### src/rtl/pcb_pkg.sv
package pcb_pkg;
    localparam int IDX_LSB = 0;
    localparam int SRC_LSB = 8;
    localparam int SRC_W   = 3;
    localparam int CMD_BIT = 12;
    localparam int DIV_LSB = 20;
    localparam int DIV_W   = 8;
    localparam int EN_BIT  = 29;

    typedef struct packed {
        logic             en;
        logic [DIV_W-1:0] div;
        logic [SRC_W-1:0] src;
    } pcb_entry_t;

    typedef enum logic [1:0] {
        ST_IDLE   = 2'd0,
        ST_SELECT = 2'd1,
        ST_COMMIT = 2'd2
    } pcb_state_t;
endpackage

### src/rtl/pcb_seq.sv
module pcb_seq
    import pcb_pkg::*;
#(
    parameter int NUM_PERIPH  = 64,
    parameter int FIRST_VALID = 2,
    parameter int NUM_SRC     = 6,
    parameter int IW          = $clog2(NUM_PERIPH)
) (
    input  logic          clk,
    input  logic          rst_n,
    input  logic          wr_hit,
    input  logic [31:0]   wdata,
    output logic [IW-1:0] sel_idx,
    output logic          upd_valid,
    output logic [IW-1:0] upd_idx,
    output pcb_entry_t    upd_entry
);
    pcb_state_t state, state_nx;
    logic [IW-1:0] hold_idx;
    pcb_entry_t    hold_ent;
    logic [SRC_W-1:0] raw_src;
    logic unused_wbits;

    assign raw_src      = wdata[SRC_LSB +: SRC_W];
    assign unused_wbits = ^wdata;

    // state register
    always_ff @(posedge clk or negedge rst_n) begin
        if (!rst_n) state <= ST_IDLE;
        else        state <= state_nx;
    end

    always_comb begin
        if (!wr_hit)              state_nx = ST_IDLE;
        else if (wdata[CMD_BIT])  state_nx = ST_COMMIT;
        else                      state_nx = ST_SELECT;
    end

    // capture and pointer
    always_ff @(posedge clk or negedge rst_n) begin
        if (!rst_n) begin
            hold_idx <= '0;
            hold_ent <= '0;
            sel_idx  <= '0;
        end else begin
            if (wr_hit) begin
                hold_idx     <= wdata[IDX_LSB +: IW];
                hold_ent.src <= (int'(raw_src) >= NUM_SRC) ? '0 : raw_src;
                hold_ent.div <= wdata[DIV_LSB +: DIV_W];
                hold_ent.en  <= wdata[EN_BIT];
            end
            if (state != ST_IDLE) sel_idx <= hold_idx;
        end
    end

    // outputs
    always_comb begin
        upd_idx   = hold_idx;
        upd_entry = hold_ent;
        upd_valid = 1'b0;
        unique case (state)
            ST_IDLE:   upd_valid = 1'b0;
            ST_SELECT: upd_valid = 1'b0;
            ST_COMMIT: upd_valid = (int'(hold_idx) >= FIRST_VALID);
            default:   upd_valid = 1'b0;
        endcase
    end
endmodule

### src/rtl/pcb_slot.sv
module pcb_slot
    import pcb_pkg::*;
#(
    parameter int SLOT = 2,
    parameter int IW   = 6
) (
    input  logic          clk,
    input  logic          rst_n,
    input  logic          upd_valid,
    input  logic [IW-1:0] upd_idx,
    input  pcb_entry_t    upd_entry,
    output pcb_entry_t    q
);
    always_ff @(posedge clk or negedge rst_n) begin
        if (!rst_n)
            q <= '0;
        else if (upd_valid && (upd_idx == IW'(SLOT)))
            q <= upd_entry;
    end
endmodule

### src/rtl/pcb_view.sv
module pcb_view
    import pcb_pkg::*;
#(
    parameter int NUM_PERIPH = 64,
    parameter int IW         = 6
) (
    input  logic          clk,
    input  logic          rst_n,
    input  logic          rd_any,
    input  logic          rd_hit,
    input  logic [IW-1:0] sel_idx,
    input  pcb_entry_t    ent [NUM_PERIPH],
    output logic [31:0]   rdata
);
    pcb_entry_t cur;
    logic [31:0] word;

    assign cur = ent[sel_idx];

    always_comb begin
        word = '0;
        word[IDX_LSB +: IW]    = sel_idx;
        word[SRC_LSB +: SRC_W] = cur.src;
        word[DIV_LSB +: DIV_W] = cur.div;
        word[EN_BIT]           = cur.en;
    end

    always_ff @(posedge clk or negedge rst_n) begin
        if (!rst_n)      rdata <= '0;
        else if (rd_any) rdata <= rd_hit ? word : '0;
    end
endmodule

### src/rtl/pcb_bank.sv
module pcb_bank
    import pcb_pkg::*;
#(
    parameter int             NUM_PERIPH  = 64,
    parameter int             FIRST_VALID = 2,
    parameter int             NUM_SRC     = 6,
    parameter int             ADDR_W      = 8,
    parameter logic [ADDR_W-1:0] REG_ADDR = 8'h0C
) (
    input  logic                        clk,
    input  logic                        rst_n,
    input  logic [ADDR_W-1:0]           bus_addr,
    input  logic                        bus_wr,
    input  logic                        bus_rd,
    input  logic [31:0]                 bus_wdata,
    output logic [31:0]                 bus_rdata,
    output logic [NUM_PERIPH*SRC_W-1:0] gclk_src,
    output logic [NUM_PERIPH*DIV_W-1:0] gclk_div,
    output logic [NUM_PERIPH-1:0]       gclk_en
);
    localparam int IW = $clog2(NUM_PERIPH);

    logic          wr_hit, rd_hit;
    logic [IW-1:0] sel_idx, upd_idx;
    logic          upd_valid;
    pcb_entry_t    upd_entry;
    pcb_entry_t    ent [NUM_PERIPH];

    assign wr_hit = bus_wr && (bus_addr == REG_ADDR);
    assign rd_hit = bus_rd && (bus_addr == REG_ADDR);

    pcb_seq #(
        .NUM_PERIPH(NUM_PERIPH), .FIRST_VALID(FIRST_VALID),
        .NUM_SRC(NUM_SRC), .IW(IW)
    ) u_seq (
        .clk(clk), .rst_n(rst_n), .wr_hit(wr_hit), .wdata(bus_wdata),
        .sel_idx(sel_idx), .upd_valid(upd_valid),
        .upd_idx(upd_idx), .upd_entry(upd_entry)
    );

    for (genvar i = 0; i < NUM_PERIPH; i++) begin : g_slot
        if (i < FIRST_VALID) begin : g_rsvd
            assign ent[i] = '0;
        end else begin : g_live
            pcb_slot #(.SLOT(i), .IW(IW)) u_slot (
                .clk(clk), .rst_n(rst_n), .upd_valid(upd_valid),
                .upd_idx(upd_idx), .upd_entry(upd_entry), .q(ent[i])
            );
        end
        assign gclk_src[i*SRC_W +: SRC_W] = ent[i].src;
        assign gclk_div[i*DIV_W +: DIV_W] = ent[i].div;
        assign gclk_en[i]                 = ent[i].en;
    end

    pcb_view #(.NUM_PERIPH(NUM_PERIPH), .IW(IW)) u_view (
        .clk(clk), .rst_n(rst_n), .rd_any(bus_rd), .rd_hit(rd_hit),
        .sel_idx(sel_idx), .ent(ent), .rdata(bus_rdata)
    );
endmodule

### config.mk
export PLATFORM = sky130hd
export DESIGN_NAME = pcb_bank
export DESIGN_NICKNAME = d
export VERILOG_FILES = /design/src/rtl/pcb_pkg.sv /design/src/rtl/pcb_seq.sv /design/src/rtl/pcb_slot.sv /design/src/rtl/pcb_view.sv /design/src/rtl/pcb_bank.sv
export SDC_FILE = /design/constraint.sdc
export NUM_CORES = 1
export LEC_CHECK = 0
export ABC_AREA = 1
export BUFFER_PORTS_ARGS = -buffer_cell sky130_fd_sc_hd__buf_4
export CAP_MARGIN = 15
export CORE_ASPECT_RATIO = 0.5
export CORE_MARGIN = 5
export CORE_UTILIZATION = 38
export CTS_BUF_LIST = sky130_fd_sc_hd__clkbuf_2
export CTS_CLUSTER_DIAMETER = 80
export DETAILED_ROUTE_END_ITERATION = 6
export PLACE_DENSITY_LB_ADDON = 0.25
export SKIP_LAST_GASP = 1
export SYNTH_ARGS = -nofsm -noshare
export SYNTH_HDL_FRONTEND = slang
export SYNTH_SLANG_ARGS = --single-unit
export TNS_END_PERCENT = 5
### constraint.sdc
create_clock -name clk -period 5.5 [get_ports clk]
set_input_delay 0.825 -clock clk [delete_from_list [all_inputs] [get_ports clk]]
set_output_delay 0.825 -clock clk [all_outputs]
set_load 0.1 [all_outputs]
==> Word level (Yosys, flattened, before mapping) <==
Cells that the tools add are included.
{ "totals": {"output_inout_bits": 800, "wordCells": 334, "inputBits": 44, "ff_bits": 802} }
{ "classes": {"bitwise": 1, "magnitude_cmp": 3, "n_reduce_logical": 65, "n_eq_ne": 64, "muxes": 8} }
{ "ops": {"columns": ["operator", "count"], "rows": [
  ["equality test 6 bit, second input constant", 32],
  ["equality test 6 x 5 -> 1 bit, second input constant", 16],
  ["binary-select mux 12 bit (select 6 bit)", 1],
  ["logical AND 1 bit", 64],
  ["equality test 6 x 4 -> 1 bit, second input constant", 8],
  ["2-to-1 mux 30 bit", 1],
  ["equality test 6 x 3 -> 1 bit, second input constant", 4],
  ["2-to-1 mux 12 bit", 2],
  ["equality test 6 x 2 -> 1 bit, second input constant", 2],
  ["equality test 8 x 4 -> 1 bit, second input constant", 1],
  [">= comparator 7 bit, second input constant", 1],
  ["NOT 6 -> 7 bit", 1],
  [">= comparator 6 x 2 -> 1 bit, second input constant", 1],
  ["2-to-1 mux 2 bit", 2],
  [">= comparator 3 bit, second input constant", 1],
  ["2-to-1 mux 3 bit", 1],
  ["equality test 2 bit, second input constant", 1],
  ["nonzero test 2 bit", 1],
  ["2-to-1 mux 1 bit", 1]
]} }

==> Depth between registers and ports, before layout <==
{ "depth": {"ltp_word": 5, "ltp_mapped": 15, "mapped_depth_nobuf": 13} }

==> By module <==
Synthesis repeated with hierarchy kept, for this count alone.
{ "unflattened": {"cells_unflattened": 5809, "hier_area_um2": 42931.2} }
{ "modules_own_cells": {"columns": ["mod", "area_each_um2", "cells_each", "instances", "seq_area_each_um2"], "rows": [
  ["pcb_view", 8521.9, 1852, 1, 450.4],
  ["pcb_slot at g_slot[21].g_live.u_slot ...", 524.3, 59, 10, 300.3],
  ["pcb_slot at g_slot[10].g_live.u_slot ...", 549.3, 67, 8, 300.3],
  ["pcb_slot at g_slot[15].g_live.u_slot ...", 518.0, 60, 8, 300.3],
  ["pcb_slot at g_slot[11].g_live.u_slot ...", 521.8, 61, 7, 300.3],
  ["pcb_slot at g_slot[51].g_live.u_slot ...", 520.5, 58, 5, 300.3],
  ["pcb_slot at g_slot[17].g_live.u_slot ...", 545.5, 66, 4, 300.3],
  ["pcb_slot at g_slot[31].g_live.u_slot ...", 541.8, 59, 4, 300.3],
  ["pcb_slot at g_slot[23].g_live.u_slot ...", 538.0, 58, 4, 300.3],
  ["pcb_slot at g_slot[19].g_live.u_slot ...", 514.2, 59, 4, 300.3],
  ["pcb_slot at g_slot[28].g_live.u_slot ...", 569.3, 67, 2, 300.3],
  ["pcb_slot at g_slot[13].g_live.u_slot ...", 551.8, 67, 2, 300.3],
  ["pcb_seq", 1083.5, 112, 1, 650.6],
  ["pcb_slot at g_slot[4].g_live.u_slot ...", 516.7, 57, 2, 300.3],
  ["3 more rows", null, null, null, null]
]} }

==> Least setup slack after synthesis <==
OpenSTA, ideal clock, no wires.
{ "synth_timing": {"kind": "input port to flip-flop", "startpoint": "in bus_addr[1]", "endpoint": "reg u_view.rdata[10]", "path_buffers": 1, "required_ns": 5.432, "path_stages": 6, "slack_ns": 3.656, "setup_time_ns": 0.068, "arrival_time_ns": 1.776, "cell_sequence": "nor3_1 nand3_1 nor2_1 clkbuf_1 nand3_1 nand2_1"} }
{ "synth_via": {"elab_chain_cells": 3} }
{ "synth_rtl": {"columns": ["item", "line", "rtl"], "rows": [
  ["from (decl)", "pcb_bank.sv:12", "input logic [ADDR_W-1:0] bus_addr,"],
  ["equality test 8 x 4 -> 1 bit", "pcb_bank.sv:30", "assign rd_hit = bus_rd && (bus_addr == REG_ADDR);"],
  ["logical AND 1 bit", "pcb_bank.sv:30", null],
  ["2-to-1 mux 30 bit", "pcb_view.sv:30", "else if (rd_any) rdata <= rd_hit ? word : '0;"],
  ["to (signal assigned)", "pcb_view.sv:30", null],
  ["to (decl)", "pcb_view.sv:13", "output logic [31:0] rdata"]
]} }
No other way between the ends.
A chain may end at the register's enable or synchronous reset.

==> Worst setup path after layout <==
{ "layout_timing": {"startpoint": "reg u_seq.sel_idx[1]", "endpoint": "reg u_view.rdata[9]"} }
{ "layout_via": {"elab_chain_cells": 5} }
{ "layout_rtl": {"columns": ["item", "line", "rtl"], "rows": [
  ["from (decl)", "pcb_seq.sv:13", "output logic [IW-1:0] sel_idx,"],
  ["from (signal assigned)", "pcb_seq.sv:52", "if (state != ST_IDLE) sel_idx <= hold_idx;"],
  ["NOT 6 -> 7 bit (implied by the code)", "pcb_view.sv:18", "assign cur = ent[sel_idx];"],
  ["binary-select mux 12 bit (select 6 bit)", "pcb_view.sv:18", null],
  ["2-to-1 mux 12 bit (implied by the code) (2 in a row)", "pcb_view.sv:18", null],
  ["2-to-1 mux 30 bit", "pcb_view.sv:30", null]
]} }
No other way between the ends. The select of a mux whose other input is x is not followed.

==> reports/metrics.yaml <==
powerDensity_mw_per_mm2: 241
final_core_util: 0.468
antenna_found_initial: 6
cts_buffers: 188
p_switching_w: 0.00359
yosys_warnings: 0
critPathRequiredTime_ns: 7.00
die_w_um: 453
drive_above_1_share: 0.215
intPower_w: 0.00739
synth_area_mm2: 0.0373
worst_pin_slew_ns: 1.16
crit_path_end_kind: "flop"
viasPerCell: 5.20
ys_async_sr_fraction: 1.00
initial_core_util: 0.382
finalHoldViolCount: 0
synth_top_cell_area_share: 0.529
drcViolationCount: 0
path_cells: "nor2_4, buf_12, nand2_1, nand2_1, inv_1, nand2_1, nand2_1, nand3_1, nand3_1, nand2_1, nand2_1, nand2_1, dlygate4sd3_1"
critPathMaxStageDelay_ns: 0.90
slew_violations: 0
period_minus_slack_ns: 3.82
htreeDepth: 4
place_ws_ns: 2.26
synth_edf_count: 0
fp.dieArea_mm2: 0.105
cts_tree: "done"
critPathSlowestCell: "nor2_4"
seqPwrFrac: 0.535
drv_cap: 0
clk_pin_slew_ns: 0.12
hold_end: "u_seq.upd_entry[2]"
p_leak_nw: 24.3
cp_top_family: "simple AND/OR/NAND/NOR gates"
place_congestion: 0.927
p_sw_frac: 0.327
worstSkewPairLatency_ns: 1.59
nNetsFinal: 5562
grt_max_degree: 160
cts.repair.resized: 0
critPathBufInv: 3
synth_common_cells: "nand2_1 (2,245), dfrtp_1 (788), o21ai_0 (394)"
irDropWorstVdd_uv: 113
core.rowCount: 81
port_buffers: 792
power_frac_comb: 0.110
grt_pass1_wl_um: 233000
setup-violations-final: 0
crit_path_max_fanout: 57
vias: 36200
ios: 844
worst_slack_ns: 1.68
status: "finished clean"
yosysSeqAreaShare: 0.529
cts.path.max_buffers: 3
track_usage: 0.300
rr_startpoint: "u_seq.sel_idx[1]"
ys_seq_elements: 788
yosysMostFrequentCell: "nand2_1"
postRouteAntennaNets: 0
holdCritPathClass: "in -> reg"
cp_common_cell: "nand2_1"
rr_endpoint: "u_view.rdata[9]"
worst-setup-path-type: "reg -> reg"
maxSlewHeadroom: 0.223
finalSetupTns_ns: 0
dp_hpwl_um: 112000
fp.dieH_um: 232
synth_cells: 4779
synthTopCellsByArea: "dfrtp_1 (53%), nand2_1 (23%), o21ai_0 (5.3%)"
cp.arrival_ns: 5.31
reg2reg_depth: 13
wl_per_cell_um: 23.4
final_area_mm2: 0.0456
syn_to_final_growth_pct: 22.3
worstHoldStart: "bus_wdata[9]"
yosys.area.top_type: "dfrtp_1"
fmax_mhz: 262
start_kind: "flop"
dpl_cell_area_mm2: 0.0434
r2r_slack_ns: 1.68
clkPwrFrac: 0.355
finalWirelength_um: 163000
holdPathStages: 5
first_global_vias: 33700
min_period_over_period: 0.694
fillers: 10000
finClkSkew_ns: 0.122
drt_pass1_iterations: 7
syn_avg_cell_area_um2: 7.80
root_buffer: "clkbuf_2"
grt_overflow: 0
cts_sinks: 788
drt_iter0_drc: 3985
synth_cell_types: 29
rsz0062_at_grt: "no"
core-area_mm2: 0.0975
synth_flop_cell: "dfrtp_1"
[through the flow]
step	cells	hold slack [ns]	power, W
3_3_place_gp	6588	0.469	0.00713
3_5_place_dp	6588	0.468	0.00713
4_1_cts	6954	0.0260	0.0111
5_1_grt	6957	0.200	0.0114
6_report	6961	0.253	0.0110
2_1_floorplan	4816	0.529	0.00663
[worst max-delay path by stage]
stage | start | endpoint | slack (ns) | depth (start not counted)
6_report | u_seq.sel_idx[1] | u_view.rdata[9] | 1.68 | 13
2_1_floorplan | bus_addr[1] | u_view.rdata[10] | 3.66 | 6
5_1_grt | u_seq.sel_idx[1] | u_view.rdata[9] | 1.54 | 13
3_3_place_gp | u_seq.sel_idx[1] | u_view.rdata[21] | 2.21 | 12
3_5_place_dp | u_seq.sel_idx[1] | u_view.rdata[21] | 2.26 | 12
4_1_cts | u_seq.sel_idx[1] | u_view.rdata[9] | 1.75 | 13
[cells by family (layout without fill, tap and decap cells)]
logic type | after synthesis | count (layout) | share of synthesized area
AO/OA/AOI/OAI | 791 | 791 | 0.110
AND/OR/NAND/NOR | 2652 | 2652 | 0.287
buffers and inverters | 547 | 1357 | 0.0747
other | 1 | 45 | 0.000101
flip-flops | 788 | 788 | 0.529
[power groups by stage]
stage	clock network, W	registers (W)	logic, W
finish	0.00390	0.00587	0.00121
global route	0.00430	0.00588	0.00127
CTS	0.00400	0.00587	0.00119
detailed placement	0	0.00599	0.00115
global placement	0	0.00598	0.00114
floorplan	0	0.00599	0.000640
[sequential cells by signal (all words and copies together), names as in the netlist]
| signal | flops |
|---|---|
| u_seq.sel_idx | 6 |
| u_seq.upd_idx | 6 |
| u_seq.state | 2 |
| u_view.rdata | 18 |
| g_slot.g_live.u_slot.q | 744 |
| u_seq.upd_entry | 12 |
[worst reg2reg max path, cell delays in order (launching register included)]
cell and delay, ns:
dfrtp_4 0.78, nor2_4 0.91, buf_12 0.40, nand2_1 0.19
nand2_1 0.16, inv_1 0.06, nand2_1 0.09, nand2_1 0.06
nand3_1 0.24, nand3_1 0.10, nand2_1 0.07, nand2_1 0.05
nand2_1 0.06, dlygate4sd3_1 0.55
[cell type report]
cell class / count / area, um2 / area share
sequential: 788 / 19700 / 0.433
tap: 1328 / 1660 / 0.0364
inverter: 152 / 581 / 0.0127
antenna: 7 / 17.5 / 0.000384
clock inverter: 40 / 249 / 0.00546
clock buffer: 258 / 1290 / 0.0283
timing repair buffer: 907 / 7150 / 0.157
multi-input combinational: 3481 / 14900 / 0.327
[placed cells by master (no fill, tap or decap), types with 4 or more instances in the layout]
| cell | netlist | layout |
|---|---|---|
| nand2_1 | 2245 | 2245 |
| buf_12 | 0 | 12 |
| conb_1 | 1 | 38 |
| or2_2 | 8 | 8 |
| clkbuf_2 | 0 | 258 |
| inv_1 | 145 | 131 |
| nor2_2 | 8 | 8 |
| dfrtp_1 | 788 | 784 |
| clkinv_1 | 2 | 28 |
| o21a_1 | 4 | 4 |
| o21ai_1 | 362 | 362 |
| nand2_4 | 30 | 30 |
| diode_2 | 0 | 7 |
| nor2_1 | 17 | 16 |
| o21ai_0 | 394 | 394 |
| nand3_1 | 337 | 337 |
| dlygate4sd3_1 | 0 | 67 |
| inv_2 | 5 | 21 |
| o21ai_2 | 20 | 20 |
| o211ai_1 | 9 | 9 |
| buf_4 | 45 | 826 |
[metal layers]
layer  track usage  up-vias  routed length (um)
met2         0.464     1774               73900
met4         0.182        6               10400
met3        0.0599      435               12800
li1              -    16700                   -
met1         0.390    17300               65700
met5             0        -                  46
[what timing repair did]
item,in CTS,in global routing
hold buffers,68,0
setup buffers,0,0
endpoints found under the hold margin,826,0
No activity file was read; power rests on OpenSTA's default activity.
